`config.mk`:
```
export PLATFORM = sky130hd
export DESIGN_NAME = win_wdt
export DESIGN_NICKNAME = d
export VERILOG_FILES = /design/src/rtl/win_wdt_pkg.sv /design/src/rtl/win_wdt_presc.sv /design/src/rtl/win_wdt_core.sv /design/src/rtl/win_wdt_regs.sv /design/src/rtl/win_wdt.sv
export SDC_FILE = /design/constraint.sdc
export NUM_CORES = 1
export LEC_CHECK = 0
export BUFFER_PORTS_ARGS = -buffer_cell sky130_fd_sc_hd__buf_2
export CAP_MARGIN = 20
export CORE_ASPECT_RATIO = 0.5
export CORE_MARGIN = 2
export CORE_UTILIZATION = 55
export CTS_CLUSTER_DIAMETER = 40
export DETAILED_ROUTE_END_ITERATION = 8
export PLACE_DENSITY = 0.76
export SYNTH_ARGS = -nofsm -noshare
export SYNTH_HDL_FRONTEND = slang
export SYNTH_SLANG_ARGS = --single-unit
```
`constraint.sdc`:
```
create_clock -name clk -period 4.5 [get_ports clk]
set_clock_uncertainty 0.1 [all_clocks]
set_input_delay 0 -clock clk [delete_from_list [all_inputs] [get_ports clk]]
set_output_delay 0 -clock clk [all_outputs]
set_load 0.02 [all_outputs]
```
`src/rtl/win_wdt_pkg.sv`:
```
package win_wdt_pkg;
  // Count width is fixed by the largest period (0x3FFF); status packs {err, uf, count}.
  localparam int CNT_W  = 14;
  localparam int PRE_W  = 8;
  localparam int DATA_W = 16;
  localparam int ADDR_W = 3;

  localparam logic [ADDR_W-1:0] A_REFRESH = 3'd0;
  localparam logic [ADDR_W-1:0] A_CTRL    = 3'd2;
  localparam logic [ADDR_W-1:0] A_STATUS  = 3'd4;
  localparam logic [ADDR_W-1:0] A_RESP    = 3'd6;

  localparam logic [DATA_W-1:0] CTRL_MASK  = 16'h33F3;
  localparam logic [DATA_W-1:0] CTRL_RESET = 16'h3303;

  localparam logic [7:0] KEY_ARM  = 8'h00;
  localparam logic [7:0] KEY_FIRE = 8'hFF;

  typedef logic [CNT_W-1:0] cnt_t;
  typedef logic [CNT_W:0]   lim_t;

  function automatic cnt_t period_last(input logic [1:0] sel);
    case (sel)
      2'b00:   return cnt_t'(14'h03FF);
      2'b01:   return cnt_t'(14'h0FFF);
      2'b10:   return cnt_t'(14'h1FFF);
      default: return cnt_t'(14'h3FFF);
    endcase
  endfunction

  function automatic logic [PRE_W-1:0] div_last(input logic [3:0] sel);
    case (sel)
      4'b0001: return 8'd3;
      4'b0010: return 8'd15;
      4'b0011: return 8'd31;
      4'b0100: return 8'd63;
      4'b0101: return 8'd255;
      default: return 8'd0;
    endcase
  endfunction

  function automatic lim_t start_limit(input logic [1:0] tsel, input logic [1:0] ssel);
    lim_t per, q, one;
    one = lim_t'(1);
    per = {1'b0, period_last(tsel)} + one;
    q   = per >> 2;
    case (ssel)
      2'b00:   return q - one;
      2'b01:   return (q << 1) - one;
      2'b10:   return (q << 1) + q - one;
      default: return per - one;
    endcase
  endfunction

  function automatic lim_t end_limit(input logic [1:0] tsel, input logic [1:0] esel);
    lim_t per, q;
    per = {1'b0, period_last(tsel)} + lim_t'(1);
    q   = per >> 2;
    case (esel)
      2'b00:   return (q << 1) + q;
      2'b01:   return q << 1;
      2'b10:   return q;
      default: return '0;
    endcase
  endfunction
endpackage

```
`src/rtl/win_wdt_presc.sv`:
```
module win_wdt_presc
  import win_wdt_pkg::*;
(
  input  logic             clk,
  input  logic             rst_n,
  input  logic             osc_tick,
  input  logic             restart,
  input  logic [PRE_W-1:0] last,
  output logic             step
);
  logic [PRE_W-1:0] acc_q;
  logic             wrap;

  assign wrap = (acc_q >= last);
  assign step = osc_tick && wrap;

  always_ff @(posedge clk or negedge rst_n) begin
    if (!rst_n)        acc_q <= '0;
    else if (restart)  acc_q <= '0;
    else if (osc_tick) acc_q <= wrap ? '0 : acc_q + 1'b1;
  end

  // the accumulator never passes the selected wrap point while ticking.
  a_r5_presc_bound: assert property (@(posedge clk) disable iff (!rst_n)
    (osc_tick && !restart && wrap) |=> (acc_q == '0));
endmodule

```
`src/rtl/win_wdt_core.sv`:
```
module win_wdt_core
  import win_wdt_pkg::*;
(
  input  logic       clk,
  input  logic       rst_n,
  input  logic       step,
  input  logic       reload,
  input  logic [1:0] tmo_sel,
  input  logic [1:0] wstart_sel,
  input  logic [1:0] wend_sel,
  output cnt_t       count,
  output logic       in_window,
  output logic       uf_evt
);
  cnt_t count_q;
  logic run_q;
  lim_t slim, elim;

  assign slim      = start_limit(tmo_sel, wstart_sel);
  assign elim      = end_limit(tmo_sel, wend_sel);
  assign in_window = ({1'b0, count_q} <= slim) && ({1'b0, count_q} >= elim);
  assign uf_evt    = run_q && step && (count_q == '0) && !reload;
  assign count     = count_q;

  always_ff @(posedge clk or negedge rst_n) begin
    if (!rst_n) begin
      count_q <= '0;
      run_q   <= 1'b0;
    end else if (reload) begin
      count_q <= period_last(tmo_sel);
      run_q   <= 1'b1;
    end else if (run_q && step) begin
      if (count_q == '0) run_q   <= 1'b0;
      else               count_q <= count_q - 1'b1;
    end
  end

  // a reload lands the selected initial value.
  a_r2_reload_value: assert property (@(posedge clk) disable iff (!rst_n)
    reload |=> (count_q == period_last($past(tmo_sel))));
  // without a reload the count moves by at most one step.
  a_r5_single_step: assert property (@(posedge clk) disable iff (!rst_n)
    !reload |=> ((count_q == $past(count_q)) || (count_q == $past(count_q) - 1'b1)));
  // an underflow leaves the counter stopped at zero.
  a_r8_uf_stop: assert property (@(posedge clk) disable iff (!rst_n)
    uf_evt |=> (count_q == '0) && !run_q);
  // a stopped counter holds until reloaded.
  a_r8_hold: assert property (@(posedge clk) disable iff (!rst_n)
    (!run_q && !reload) |=> $stable(count_q));
endmodule

```
`src/rtl/win_wdt_regs.sv`:
```
module win_wdt_regs
  import win_wdt_pkg::*;
(
  input  logic              clk,
  input  logic              rst_n,
  input  logic              wr_en,
  input  logic [ADDR_W-1:0] wr_addr,
  input  logic [DATA_W-1:0] wr_data,
  input  logic [ADDR_W-1:0] rd_addr,
  input  cnt_t              count,
  input  logic              in_window,
  input  logic              uf_evt,
  output logic [DATA_W-1:0] rd_data,
  output logic              refresh_ok,
  output logic [1:0]        tmo_sel,
  output logic [3:0]        div_sel,
  output logic [1:0]        wstart_sel,
  output logic [1:0]        wend_sel,
  output logic              irq,
  output logic              rst_req
);
  logic [DATA_W-1:0] ctrl_q;
  logic armed_q, started_q, ctrl_done_q, resp_done_q, resp_q, uf_q, err_q;
  logic wr_ref, wr_ctrl, wr_stat, wr_resp, pair_done, refresh_bad, stat_clear, any_flag;

  assign wr_ref  = wr_en && (wr_addr == A_REFRESH);
  assign wr_ctrl = wr_en && (wr_addr == A_CTRL);
  assign wr_stat = wr_en && (wr_addr == A_STATUS);
  assign wr_resp = wr_en && (wr_addr == A_RESP);

  assign pair_done   = wr_ref && armed_q && (wr_data[7:0] == KEY_FIRE);
  assign refresh_ok  = pair_done && (!started_q || in_window);
  assign refresh_bad = pair_done && started_q && !in_window;
  assign stat_clear  = wr_stat && (wr_data == '0);

  assign tmo_sel    = ctrl_q[1:0];
  assign div_sel    = ctrl_q[7:4];
  assign wend_sel   = ctrl_q[9:8];
  assign wstart_sel = ctrl_q[13:12];

  always_ff @(posedge clk or negedge rst_n) begin
    if (!rst_n) begin
      armed_q     <= 1'b0;
      started_q   <= 1'b0;
      ctrl_done_q <= 1'b0;
      resp_done_q <= 1'b0;
      resp_q      <= 1'b0;
      ctrl_q      <= CTRL_RESET;
      uf_q        <= 1'b0;
      err_q       <= 1'b0;
    end else begin
      if (wr_ref) armed_q <= (wr_data[7:0] == KEY_ARM);
      if (refresh_ok) started_q <= 1'b1;
      if (wr_ctrl && !started_q && !ctrl_done_q) begin
        ctrl_q      <= wr_data & CTRL_MASK;
        ctrl_done_q <= 1'b1;
      end
      if (wr_resp && !started_q && !resp_done_q) begin
        resp_q      <= wr_data[7];
        resp_done_q <= 1'b1;
      end
      uf_q  <= (uf_q  && !stat_clear) || uf_evt;
      err_q <= (err_q && !stat_clear) || refresh_bad;
    end
  end

  assign any_flag = uf_q || err_q;
  assign irq      = any_flag && !resp_q;
  assign rst_req  = any_flag && resp_q;

  always_comb begin
    case (rd_addr)
      A_CTRL:   rd_data = ctrl_q;
      A_STATUS: rd_data = {err_q, uf_q, count};
      A_RESP:   rd_data = {8'h00, resp_q, 7'h00};
      default:  rd_data = '0;
    endcase
  end

  // configuration is frozen once started.
  a_r9_ctrl_locked: assert property (@(posedge clk) disable iff (!rst_n)
    started_q |=> ($stable(ctrl_q) && $stable(resp_q)));
  // an out-of-window pair sets the error flag.
  a_r7_err_set: assert property (@(posedge clk) disable iff (!rst_n)
    refresh_bad |=> err_q);
  // a zero write to status with no new event clears both flags.
  a_r10_clear: assert property (@(posedge clk) disable iff (!rst_n)
    (stat_clear && !refresh_bad && !uf_evt) |=> (!err_q && !uf_q));
  // responses are exclusive.
  a_r11_exclusive: assert property (@(posedge clk) disable iff (!rst_n)
    $onehot0({irq, rst_req}));
  // an accepted refresh marks the block started.
  a_r2_started: assert property (@(posedge clk) disable iff (!rst_n)
    refresh_ok |=> started_q);
endmodule

```
`src/rtl/win_wdt.sv`:
```
module win_wdt
  import win_wdt_pkg::*;
(
  input  logic              clk,
  input  logic              rst_n,
  input  logic              osc_tick_i,
  input  logic              wr_en_i,
  input  logic [ADDR_W-1:0] wr_addr_i,
  input  logic [DATA_W-1:0] wr_data_i,
  input  logic [ADDR_W-1:0] rd_addr_i,
  output logic [DATA_W-1:0] rd_data_o,
  output logic              irq_o,
  output logic              rst_req_o
);
  cnt_t       count;
  logic       in_window, uf_evt, refresh_ok, step;
  logic [1:0] tmo_sel, wstart_sel, wend_sel;
  logic [3:0] div_sel;

  win_wdt_regs regs_i (
    .clk        (clk),
    .rst_n      (rst_n),
    .wr_en      (wr_en_i),
    .wr_addr    (wr_addr_i),
    .wr_data    (wr_data_i),
    .rd_addr    (rd_addr_i),
    .count      (count),
    .in_window  (in_window),
    .uf_evt     (uf_evt),
    .rd_data    (rd_data_o),
    .refresh_ok (refresh_ok),
    .tmo_sel    (tmo_sel),
    .div_sel    (div_sel),
    .wstart_sel (wstart_sel),
    .wend_sel   (wend_sel),
    .irq        (irq_o),
    .rst_req    (rst_req_o)
  );

  win_wdt_presc presc_i (
    .clk      (clk),
    .rst_n    (rst_n),
    .osc_tick (osc_tick_i),
    .restart  (refresh_ok),
    .last     (div_last(div_sel)),
    .step     (step)
  );

  win_wdt_core core_i (
    .clk        (clk),
    .rst_n      (rst_n),
    .step       (step),
    .reload     (refresh_ok),
    .tmo_sel    (tmo_sel),
    .wstart_sel (wstart_sel),
    .wend_sel   (wend_sel),
    .count      (count),
    .in_window  (in_window),
    .uf_evt     (uf_evt)
  );
endmodule

```
# Word-level counts from Yosys, hierarchy flattened
# Cells that the tools add are included.
# totals
ff_bits	40
inputBits	26
output_inout_bits	18
# classes
n_addsub	8
magnitude_cmp	3
n_eq_ne	19
mux	14
reduce_logical	46
# op_table
operator	count
one-hot mux 15 bit (3 select lines)	2
one-hot mux 16 bit (3 select lines)	1
two-way mux 14 bit	3
one-hot mux 14 bit (3 select lines)	1
one-hot mux 8 bit (5 select lines)	1
subtractor 15 x 1 -> 15 bit (second input constant)	2
two-way mux 8 bit	3
logical AND 1 bit	23
zero test 16 bit	1
adder 14 x 1 -> 15 bit (second input constant)	1
adder 14 x 13 -> 15 bit	1
>= comparator 14 x 15 -> 1 bit	1
less-or-equal comparator 14 x 15 -> 1 bit	1
subtractor 14 x 1 -> 15 bit (second input constant)	1
zero test 14 bit	1
subtractor 13 x 1 -> 14 bit (second input constant)	1
subtractor 14 x 1 -> 14 bit (second input constant)	1
== test 3 bit (second input constant)	4
adder 8 x 1 -> 8 bit (second input constant)	1
== test 4 x 2 -> 1 bit (second input constant)	2
== test 4 x 3 -> 1 bit (second input constant)	2
== test 8 bit (second input constant)	1
>= comparator 8 bit	1
zero test 8 bit	1
12 further kinds	33

# Longest topological paths before layout
# Gate-level depths: netlist of run 1.
# logic_depth
ltp_word	13
mapped_depth	16

# Modules after synthesis
# A second synthesis of run 1 with hierarchy kept.
# unflattened
cells_unflattened	383
area_unflattened_um2	3368.2
# modules_own_cells
mod	instances	cells_per_inst	area_per_inst_um2	seq_area_each_um2
win_wdt_core	1	212	1692.9	375.4
win_wdt_regs	1	89	968.4	432.9
win_wdt_presc	1	74	646.9	200.2
win_wdt	1	8	60.1	0.0

# Least setup slack after synthesis of run 1
# Ideal clock, no wire load.
# synth_timing
kind	reg-to-reg
start	register regs_i.ctrl_q[0]
end	register core_i.count_q[3], in the netlist core_i.count[3]
setup_ps	132
t_arrival_ps	3245
required_time_ps	4268
setup_slack_ps	1022
path_stages_with_launch	14
n_path_buf	1
period_less_slack_ps	3478
cell_sequence	dfstp_2 inv_1 ha_1 or3_1 a21oi_1 a21oi_1 ha_1 or4_1 a211o_1 o211ai_1 a21o_1 a31o_2 buf_2 nand3_1
# synth_between
elab_chain_len	12
elab_cells_between_ends	21
cone_classes	add/sub: 6; order compare: 2; eq/ne: 3; mux: 4; reduce/logical: 6
# synth_rtl
item	line	source
start, declared	win_wdt_regs.sv:22	logic [DATA_W-1:0] ctrl_q;
start signal, assigned	win_wdt_regs.sv:55	ctrl_q <= wr_data & CTRL_MASK;
== test 2 bit (tied with other cells)	win_wdt_pkg.sv:23	case (sel)
one-hot mux 14 bit (3 select lines) (*)	win_wdt_pkg.sv:23	
adder 14 x 1 -> 15 bit (*)	win_wdt_pkg.sv:45, win_wdt_pkg.sv:57	
adder 14 x 13 -> 15 bit	win_wdt_pkg.sv:50, win_wdt_pkg.sv:60	
subtractor 15 x 1 -> 15 bit	win_wdt_pkg.sv:50	2'b10: return (q << 1) + q - one;
one-hot mux 15 bit (3 select lines)	win_wdt_pkg.sv:47	case (ssel)
less-or-equal comparator 14 x 15 -> 1 bit	win_wdt_core.sv:21	assign in_window = ({1'b0, count_q} <= slim) && ({1'b0, count_q} >= elim);
logical AND 1 bit (*)	win_wdt_core.sv:21	
logical OR 1 bit (*)	win_wdt_regs.sv:32	assign refresh_ok = pair_done && (!started_q || in_window);
logical AND 1 bit (*)	win_wdt_regs.sv:32	
inequality test 2 x 1 -> 1 bit (no line) / nonzero test 2 bit (equally long branches)	-	
AND reduction 2 bit (no line)	-	
end signal, assigned	win_wdt_core.sv:30	count_q <= period_last(tmo_sel);
end signal, assigned	win_wdt_core.sv:34	else count_q <= count_q - 1'b1;
end, declared	win_wdt_core.sv:15	cnt_t count_q;
# Every way passes the cells marked *; elsewhere a longest branch is shown, timed or not.
# A chain may end at the register's enable or synchronous reset.

# Worst setup path in the final report of run 1
# layout_timing
start	register regs_i.ctrl_q[0]
end	register core_i.count_q[11], in the netlist core_i.count[11]
# layout_between
elab_chain_len	12
elab_cells_between_ends	21
cone_classes	add/sub: 6; order compare: 2; eq/ne: 3; mux: 4; reduce/logical: 6
# layout_rtl
item	line
== test 2 bit (tied with other cells)	win_wdt_pkg.sv:23
one-hot mux 14 bit (3 select lines) (*)	win_wdt_pkg.sv:23
adder 14 x 1 -> 15 bit	win_wdt_pkg.sv:45, win_wdt_pkg.sv:57
adder 14 x 13 -> 15 bit	win_wdt_pkg.sv:50, win_wdt_pkg.sv:60
subtractor 15 x 1 -> 15 bit	win_wdt_pkg.sv:50
one-hot mux 15 bit (3 select lines)	win_wdt_pkg.sv:47
less-or-equal comparator 14 x 15 -> 1 bit	win_wdt_core.sv:21
logical AND 1 bit	win_wdt_core.sv:21
logical OR 1 bit	win_wdt_regs.sv:32
logical AND 1 bit	win_wdt_regs.sv:32
inequality test 2 x 1 -> 1 bit (no line) / nonzero test 2 bit (equally long branches)	-
AND reduction 2 bit (no line)	-
# Marked as above.

==> impl_metrics.csv, run 1 <==
group,metric,value,unit
logic_synthesis,yosysMostFrequentCell,"nor2_1",
worst_setup_path,crit_slowest_cell,"dfstp_2",
placement,placedInstanceArea,3520,sq um
floorplanning,die_width,113,microns
sta,fmax,253,MHz
floorplanning,core,5630,sq um
logic_synthesis,synth.cell_area,3290,sq um
sta,setup_viol,0,
min_path,hold_class,"in2reg",
logic_synthesis,synth_fp_nets,429,
sta,min_period_over_period,88.0,%
clocking,cts_sinks,40,
clocking,cts_root_buffer,"clkbuf_16",
route,wl_per_cell,17.0,microns
clocking,cts_tree,"yes",
global_routing,grt_pass1_vias,2914,
global_routing,grt-ovfl-total,0,
route,routed_wl,8410,microns
sta,slew_viol_final,0,
global_routing,track_usage,26.7,%
clocking,clk_pin_slew_worst_paths,0.06,ns
global_routing,grt_max_degree,41,
clocking,clk_latency,0.28,ns
worst_setup_path,critPathMaxStageDelay,0.59,ns
logic_synthesis,ys_ff_latch,40,
sta,finalHoldWorstSlack,0.0438,ns
layout,nets,478,
logic_synthesis,synthFlopType,"dfrtp_1",
clocking,post-cts-setup-buffer-count,0,
worst_setup_path,end_kind,"flop",
floorplanning,boundaryPins,44,
job,maxCapViolCount,0,
clocking,cts_buffer_depth,2,
logic_synthesis,syn_inst,373,
layout,fin_area,3810,sq um
power_and_ir_drop,p_leak,0.00186,uW
route,vias,3044,
run_status,status,"finished clean",
logic_synthesis,yosys_warnings,0,
clocking,cts_buffers,5,
sta,rsz0062_at_grt,"false",
placement,globalplace.congestion,0.834,
logic_synthesis,synth_area_leader_cell,"dfrtp_1",
power_and_ir_drop,p_per_area,226,nW/um^2
sta,worst_slew_pin_slew,0.952,ns
route,via_per_inst,6.15,
power_and_ir_drop,vdd_drop_max,0.171,mV
layout,antenna_cells,0,
logic_synthesis,syn_area_per_cell,8.82,sq um
route,drt_iter0_markers,284,
placement,dp_hpwl,6080,microns
floorplanning,dieArea,6660,sq um
logic_synthesis,synth_cell_types,61,
logic_synthesis,synth_top_area_share,25.9,%
layout,nFillCells,430,
logic_synthesis,async_reset_ff_share,100,%
sta,slew_headroom,36.3,%
route,drcViolationCount,0,
floorplanning,start_util,58.4,%
layout,syn_to_final_growth,15.9,%
layout,register_area,1010,sq um
global_routing,grt_pass1_wl,13900,microns
logic_synthesis,yosys-top-cells-area,"dfrtp_1, ha_1, dfstp_2, nor2_1, mux2_2",
worst_setup_path,crit_chain,"inv_1 > ha_1 > or3_1 > a21oi_1 > a21oi_1 > ha_1 > or4_1 > a211o_1 > o211ai_1 > a21o_1 > a31o_2 > mux2i_1",
logic_synthesis,synth_common_cells,"nor2_1, dfrtp_1, ha_1, nand2_1, o21ai_0",
power_and_ir_drop,p_total,860,uW
route,ant_nets,0,
worst_setup_path,crit_type,"reg2reg",
worst_setup_path,cp-start-kind,"flop",
logic_synthesis,synth_edf_count,0,
worst_setup_path,required,4.59,ns
floorplanning,rows,19,
floorplanning,die_height,58.7,microns
sta,finalHoldViolations,0,
worst_setup_path,arrival,4.05,ns
worst_setup_path,path_max_fanout,24,
worst_setup_path,r2r_slack,0.54,ns
clocking,cts_max_level,2,
sta,setup_tns,0,ns
logic_synthesis,seq_area_frac_synth,30.6,%
global_routing,antenna_found_initial,0,
sta,finalCriticalPeriod,3.96,ns
layout,drive_gt1_share,19.2,%
layout,multiInputGateArea,2140,sq um
route,firstDrtPassIters,6,
placement,portBuffers,43,
placed cells by master, fill, tap and decap left out, types with 10 or more instances in the layout:
master,n
inv_1,16
ha_1,30
nand3_1,14
dlygate4sd3_1,16
nand2_1,23
a22oi_1,10
a21oi_1,16
nor2_1,35
o21ai_0,17
dfrtp_1,34
nand2b_1,12
mux2_2,11
buf_2,43
nor4_1,10
through the flow:
step	std cells	utilization, %	setup slack [ns]
2_1_floorplan	373	-	1.02
3_3_place_gp	472	62.5	0.733
3_5_place_dp	472	62.5	0.572
4_1_cts	495	67.7	0.532
5_1_grt	495	67.7	0.300
6_report	495	67.7	0.540
layer usage:
metal	wire length (microns)	track usage [%]
met1	3830	36.7
met3	507	5.15
met5	0	0
met2	3990	43.9
met4	83	7.67
report_power, final:
group / leakage, uW / internal [uW] / switching [uW]
clock network: 0.0000667 / 201 / 127
registers: 0.000519 / 370 / 12.2
logic: 0.00128 / 62.1 / 88.2
total: 0.00186 / 633 / 227
cell families (layout without fill, tap and decap cells):
logic type	Yosys count	in the layout	share of synthesized area, %
buffers and inverters	34	83	4.41
adder cells (fa/ha/maj)	30	30	11.4
flip-flops	40	40	30.6
multiplexers	19	19	6.20
XOR/XNOR	17	17	4.98
AO/OA/AOI/OAI	75	75	15.6
AND/OR/NAND/NOR	158	158	26.8
timing repair:
item                                   CTS  global route
endpoints found under the hold margin   48             0
hold buffers                            16             0
resized for setup                        0             0
final cells by class:
| cell class | count | area share [%] |
|---|---|---|
| timing repair buffer | 60 | 10.0 |
| inverter | 16 | 1.57 |
| clock inverter | 1 | 0.131 |
| multi-input combinational | 299 | 56.0 |
| clock buffer | 6 | 3.38 |
| sequential | 40 | 26.4 |
| tap | 73 | 2.40 |
registers in the layout (all words and copies together) (netlist names):
register            cells
regs_i.uf_q             1
core_i.count           14
regs_i.resp_q           1
regs_i.ctrl_done_q      1
core_i.run_q            1
presc_i.acc_q           8
regs_i.err_q            1
regs_i.ctrl_q          10
regs_i.started_q        1
regs_i.resp_done_q      1
regs_i.armed_q          1
critical path: cells and delay by family (launching register included):
| family | cells | cell delay, ns |
|---|---|---|
| AO/OA/AOI/OAI | 6 | 1.28 |
| adder cells (fa/ha/maj) | 2 | 0.62 |
| buffers and inverters | 1 | 0.12 |
| flip-flops | 1 | 0.59 |
| multiplexers | 1 | 0.25 |
| AND/OR/NAND/NOR | 2 | 0.93 |
worst paths after layout:
path	depth (start not counted)	to	startpoint
min reg2reg	1	regs_i.ctrl_done_q$_DFFE_PN0P_	regs_i.ctrl_done_q$_DFFE_PN0P_
min in group asynchronous	2	presc_i.acc_q[1]$_DFFE_PN0P_	rst_n
max	12	core_i.count[11]$_DFFE_PN0P_	regs_i.ctrl_q[0]$_DFFE_PN1P_
max in group asynchronous	2	regs_i.started_q$_DFFE_PN0P_	rst_n
min	5	regs_i.err_q$_DFF_PN0_	wr_data_i[3]
max reg2reg	12	core_i.count[11]$_DFFE_PN0P_	regs_i.ctrl_q[0]$_DFFE_PN1P_
Power figures use the tool's default switching activity.
==> run 2: changes to the inputs <==
--- a/config.mk
+++ b/config.mk
@@ -10,9 +10,11 @@
 export CORE_ASPECT_RATIO = 0.5
 export CORE_MARGIN = 2
 export CORE_UTILIZATION = 55
+export CTS_BUF_LIST = sky130_fd_sc_hd__clkbuf_8
 export CTS_CLUSTER_DIAMETER = 40
 export DETAILED_ROUTE_END_ITERATION = 8
 export PLACE_DENSITY = 0.76
+export SKIP_CTS_REPAIR_TIMING = 1
 export SYNTH_ARGS = -nofsm -noshare
 export SYNTH_HDL_FRONTEND = slang
 export SYNTH_SLANG_ARGS = --single-unit
==> run 2 against run 1 <==
Global-route usage decreased by 1.5 points. Non-clock buffer count unchanged. Worst hold slack got worse by 0.013 ns. Design area decreased by 1.5%. Register-to-register slack about the same. Total power decreased by 13%. Critical endpoint unchanged. Largest power group unchanged.
==> impl_metrics.csv, run 2 (synthesis results as in run 1) <==
group,metric,value,unit
worst_setup_path,crit_chain,"inv_1 > ha_1 > or3_1 > a21oi_1 > a21oi_1 > ha_1 > or4_1 > a211o_1 > o211ai_1 > a21o_1 > a31o_2 > mux2i_1",
floorplanning,core,5630,sq um
worst_setup_path,crit_type,"reg2reg",
clocking,clk_latency,0.29,ns
clocking,cts_buffer_depth,2,
route,ant_nets,0,
layout,final_common_cell,"buf_2",
layout,nets,478,
placement,globalplace.congestion,0.834,
route,routed_wl,8270,microns
layout,antenna_cells,0,
sta,rsz0062_at_grt,"false",
layout,largest_reg_flops,14,
sta,min_period_over_period,88.2,%
route,via_per_inst,6.12,
power_and_ir_drop,p_clk_share,29.2,%
worst_setup_path,end_kind,"flop",
worst_setup_path,path_max_fanout,24,
floorplanning,die_width,113,microns
layout,drive_gt1_share,19.2,%
layout,most-common-layout-cells,"buf_2, nor2_1, dfrtp_1",
placement,dp_hpwl,6080,microns
worst_setup_path,critPathMaxStageDelay,0.59,ns
power_and_ir_drop,p_sw_share,28.7,%
sta,fmax,252,MHz
worst_setup_path,crit_slowest_cell,"dfstp_2",
clocking,cts_root_buffer,"clkbuf_8",
global_routing,track_usage,25.1,%
power_and_ir_drop,p_int,534,uW
clocking,clk_pin_slew_worst_paths,0.08,ns
power_and_ir_drop,p_leak,0.00184,uW
global_routing,grt_max_degree,41,
floorplanning,die_height,58.7,microns
layout,syn_to_final_growth,14.2,%
clocking,cts_buffers,5,
worst_setup_path,crit_start,"regs_i.ctrl_q[0]$_DFFE_PN1P_",
global_routing,grt_pass1_wl,13200,microns
placement,pre_cts_ws,0.572,ns
clocking,cts_max_level,2,
power_and_ir_drop,sequentialPowerShare,50.8,%
worst_setup_path,arrival,4.07,ns
floorplanning,rows,19,
route,firstDrtPassIters,6,
sta,slew_viol_final,0,
sta,setup_tns,0,ns
worst_setup_path,cp-start-kind,"flop",
clocking,cts_sinks,40,
floorplanning,dieArea,6660,sq um
floorplanning,boundaryPins,44,
sta,setup_viol,0,
power_and_ir_drop,p_per_area,200,nW/um^2
global_routing,grt_pass1_vias,2759,
global_routing,grt-ovfl-total,0,
worst_setup_path,required,4.60,ns
min_path,min-delay-start,"wr_data_i[3]",
worst_setup_path,r2r-start,"regs_i.ctrl_q[0]$_DFFE_PN1P_",
min_path,hold_class,"in2reg",
run_status,status,"finished clean",
floorplanning,start_util,58.4,%
sta,setup_ws,0.529,ns
route,vias,3031,
route,drt_iter0_markers,292,
sta,worst_slew_pin_slew,0.963,ns
placement,portBuffers,43,
sta,finalHoldViolations,0,
power_and_ir_drop,p_comb_share,19.9,%
route,drcViolationCount,0,
route,wl_per_cell,16.7,microns
sta,finalCriticalPeriod,3.97,ns
power_and_ir_drop,netSwitchingPower,216,uW
global_routing,antenna_found_initial,0,
sta,slew_headroom,35.6,%
job,maxCapViolCount,0,
clocking,cts_tree,"yes",
power_and_ir_drop,vdd_drop_max,0.165,mV
==> run 2: power by group through the flow <==
stage | Clock [uW] | Sequential [uW] | Combinational (uW)
after floorplan | 0 | 383 | 90.7
after global placement | 0 | 388 | 131
after detailed placement | 0 | 388 | 137
after CTS | 222 | 381 | 138
after global routing | 242 | 383 | 169
final | 219 | 381 | 150
==> run 2: path summary, 6_finish.rpt <==
path | end | slack (ns) | depth (start not counted)
setup reg to reg | core_i.count[11]$_DFFE_PN0P_ | 0.53 | 12
hold / removal | regs_i.err_q$_DFF_PN0_ | 0.03 | 5
max in group asynchronous | core_i.count[8]$_DFFE_PN0P_ | 3.46 | 2
hold reg to reg | regs_i.ctrl_done_q$_DFFE_PN0P_ | 0.37 | 1
setup / recovery | core_i.count[11]$_DFFE_PN0P_ | 0.53 | 12
min in group asynchronous | presc_i.acc_q[1]$_DFFE_PN0P_ | 0.27 | 2
==> run 2: per-stage QoR <==
stage / area (sq um) / utilization [%] / std cells / hold slack (ns) / total power [uW]
after CTS: 3600 / 63.8 / 479 / -0.250 / 741
after floorplan: 3290 / - / 373 / -0.396 / 474
final: 3760 / 66.7 / 495 / 0.0313 / 750
after global routing: 3760 / 66.7 / 495 / 0.0610 / 794
after detailed placement: 3520 / 62.5 / 472 / 0.0630 / 525
after global placement: 3520 / 62.5 / 472 / 0.0471 / 519
==> run 2: cell type report <==
class	count	area (sq um)
multi-input combinational	299	2140
fill	445	1880
sequential	40	1010
timing repair buffer	60	383
tap	73	91.3
clock buffer	5	68.8
inverter	16	60.1
clock inverter	2	8.76
==> run 2: layer usage <==
metal / share of wire [%] / GRT usage [%] / vias to the layer above / wire [microns]
met1: 46 / 35.8 / 1472 / 3830
met2: 47 / 40.2 / 86 / 3910
met3: 5.2 / 4.43 / 13 / 428
met5: 0 / 0 / - / 0
li1: - / - / 1460 / -
met4: 1.2 / 6.97 / 0 / 97
==> run 2: worst max-delay path, delay by kind of cell (launching register included) <==
kind	cells	cell delay, ns
AO/OA/AOI/OAI	6	1.27
AND/OR/NAND/NOR	2	0.93
adder cells (fa/ha/maj)	2	0.63
flip-flops	1	0.59
multiplexers	1	0.25
buffers and inverters	1	0.12
==> run 3: changes to the inputs <==
--- a/config.mk
+++ b/config.mk
@@ -10,7 +10,6 @@
 export CORE_ASPECT_RATIO = 0.5
 export CORE_MARGIN = 2
 export CORE_UTILIZATION = 55
-export CTS_BUF_LIST = sky130_fd_sc_hd__clkbuf_8
 export CTS_CLUSTER_DIAMETER = 40
 export DETAILED_ROUTE_END_ITERATION = 8
 export PLACE_DENSITY = 0.76
==> run 3 against run 2 <==
The run now ends with negative hold slack left. Routed wire length about the same. Non-clock buffer count down 2. Sequential cell count unchanged. Global-route usage up 0.43 points. Worst hold slack worse by 0.072 ns. First-iteration DRC count down 9.9%. Design area up 0.97%. Setup slack better by 0.0091 ns. Utilization up 0.64 points. Clock power up 50%. Largest cell class unchanged. Highest routed layer unchanged.
==> impl_metrics.csv, run 3 (synthesis results as in run 1) <==
group,metric,value,unit
min_path,hold_class,"in2reg",
worst_setup_path,cp-start-kind,"flop",
min_path,hold_depth,4,
sta,rsz0062_at_grt,"false",
worst_setup_path,required,4.60,ns
global_routing,track_usage,25.6,%
global_routing,grt_max_degree,41,
global_routing,antenna_found_initial,0,
sta,slew_viol_final,0,
sta,fmax,252,MHz
layout,antenna_cells,0,
min_path,min-delay-start,"wr_addr_i[0]",
worst_setup_path,crit_type,"reg2reg",
floorplanning,rows,19,
placement,globalplace.congestion,0.834,
min_path,hold_path_end,"regs_i.ctrl_done_q$_DFFE_PN0P_",
power_and_ir_drop,p_leak,0.00186,uW
layout,nets,476,
worst_setup_path,r2r_slack,0.54,ns
floorplanning,dieArea,6660,sq um
clocking,cts_buffers,5,
floorplanning,boundaryPins,44,
clocking,cts_max_level,2,
layout,final_common_cell,"buf_2",
route,wl_per_cell,16.8,microns
run_status,failed_checks,"negative hold slack",
clocking,cts_buffer_depth,2,
sta,setup_tns,0,ns
layout,largest_reg_flops,14,
route,ant_nets,0,
floorplanning,start_util,58.4,%
floorplanning,core,5630,sq um
layout,most-common-layout-cells,"buf_2, nor2_1, dfrtp_1",
route,drt_iter0_markers,263,
clocking,clk_pin_slew_worst_paths,0.06,ns
sta,finalHoldWorstSlack,-0.0408,ns
route,vias,3004,
global_routing,grt-ovfl-total,0,
layout,drive_gt1_share,19.3,%
global_routing,grt_pass1_wl,13400,microns
clocking,cts_sinks,40,
power_and_ir_drop,p_per_area,227,nW/um^2
sta,min_period_over_period,88.0,%
layout,register_area,1010,sq um
worst_setup_path,arrival,4.06,ns
route,firstDrtPassIters,5,
floorplanning,die_height,58.7,microns
floorplanning,die_width,113,microns
sta,slew_headroom,35.7,%
worst_setup_path,end_kind,"flop",
layout,multiInputGateArea,2140,sq um
clocking,clk_latency,0.28,ns
placement,portBuffers,43,
clocking,cts_root_buffer,"clkbuf_16",
sta,setup_viol,0,
route,routed_wl,8270,microns
run_status,status,"finished, violations left",
placement,dp_hpwl,6080,microns
worst_setup_path,r2r_end,"core_i.count[11]$_DFFE_PN0P_",
job,maxCapViolCount,0,
sta,worst_slew_pin_slew,0.961,ns
route,via_per_inst,6.09,
worst_setup_path,path_max_fanout,24,
global_routing,grt_pass1_vias,2787,
sta,finalCriticalPeriod,3.96,ns
power_and_ir_drop,vdd_drop_max,0.173,mV
layout,syn_to_final_growth,15.3,%
worst_setup_path,r2r-start,"regs_i.ctrl_q[0]$_DFFE_PN1P_",
sta,finalHoldViolations,2,
layout,nFillCells,432,
worst_setup_path,reg2reg_depth,12,
clocking,cts_tree,"yes",
route,drcViolationCount,0,
==> run 3: worst max path at each step <==
stage | slack (ns) | end | startpoint | depth (start not counted)
floorplan | 1.02 | core_i.count[3]$_DFFE_PN0P_ | regs_i.ctrl_q[0]$_DFFE_PN1P_ | 13
finish | 0.54 | core_i.count[11]$_DFFE_PN0P_ | regs_i.ctrl_q[0]$_DFFE_PN1P_ | 12
global route | 0.30 | core_i.count[11]$_DFFE_PN0P_ | regs_i.ctrl_q[0]$_DFFE_PN1P_ | 13
global placement | 0.73 | core_i.count[11]$_DFFE_PN0P_ | regs_i.ctrl_q[0]$_DFFE_PN1P_ | 12
detailed placement | 0.57 | core_i.count[11]$_DFFE_PN0P_ | regs_i.ctrl_q[0]$_DFFE_PN1P_ | 12
CTS | 0.53 | core_i.count[11]$_DFFE_PN0P_ | regs_i.ctrl_q[0]$_DFFE_PN1P_ | 12
==> run 3: where the power goes <==
part | total [uW] | internal [uW] | switching, uW
Combinational | 149 | 61.5 | 87.8
Clock | 329 | 201 | 128
Sequential | 382 | 370 | 12.3
Total | 860 | 633 | 228
==> run 3: per-layer routing <==
layer | up-vias | routed length (microns) | global-route usage (%)
met3 | 11 | 443 | 4.94
met5 | - | 0 | 0
li1 | 1453 | - | -
met1 | 1443 | 3840 | 35.8
met4 | 0 | 68 | 6.62
met2 | 97 | 3920 | 41.6
==> run 3: metrics by stage <==
step	utilization [%]	std cells	setup slack (ns)	area (sq um)	total power, uW
detailed placement	62.5	472	0.572	3520	525
global route	67.3	493	0.299	3790	905
global placement	62.5	472	0.733	3520	519
finish	67.3	493	0.538	3790	860
floorplan	-	373	1.02	3290	474
CTS	64.8	479	0.532	3650	852
==> run 3: layout make-up <==
type | instances | area share, %
clock buffer | 6 | 3.40
clock inverter | 1 | 0.132
inverter | 16 | 1.58
multi-input combinational | 299 | 56.3
sequential | 40 | 26.6
tap | 73 | 2.41
timing repair buffer | 58 | 9.56
==> run 3: worst max-delay path, stage by stage (launching register included) <==
cell and delay [ns]:
dfstp_2 0.59, inv_1 0.12, ha_1 0.40, or3_1 0.37, a21oi_1 0.13, a21oi_1 0.06
ha_1 0.23, or4_1 0.56, a211o_1 0.29, o211ai_1 0.22, a21o_1 0.15, a31o_2 0.43
mux2i_1 0.25
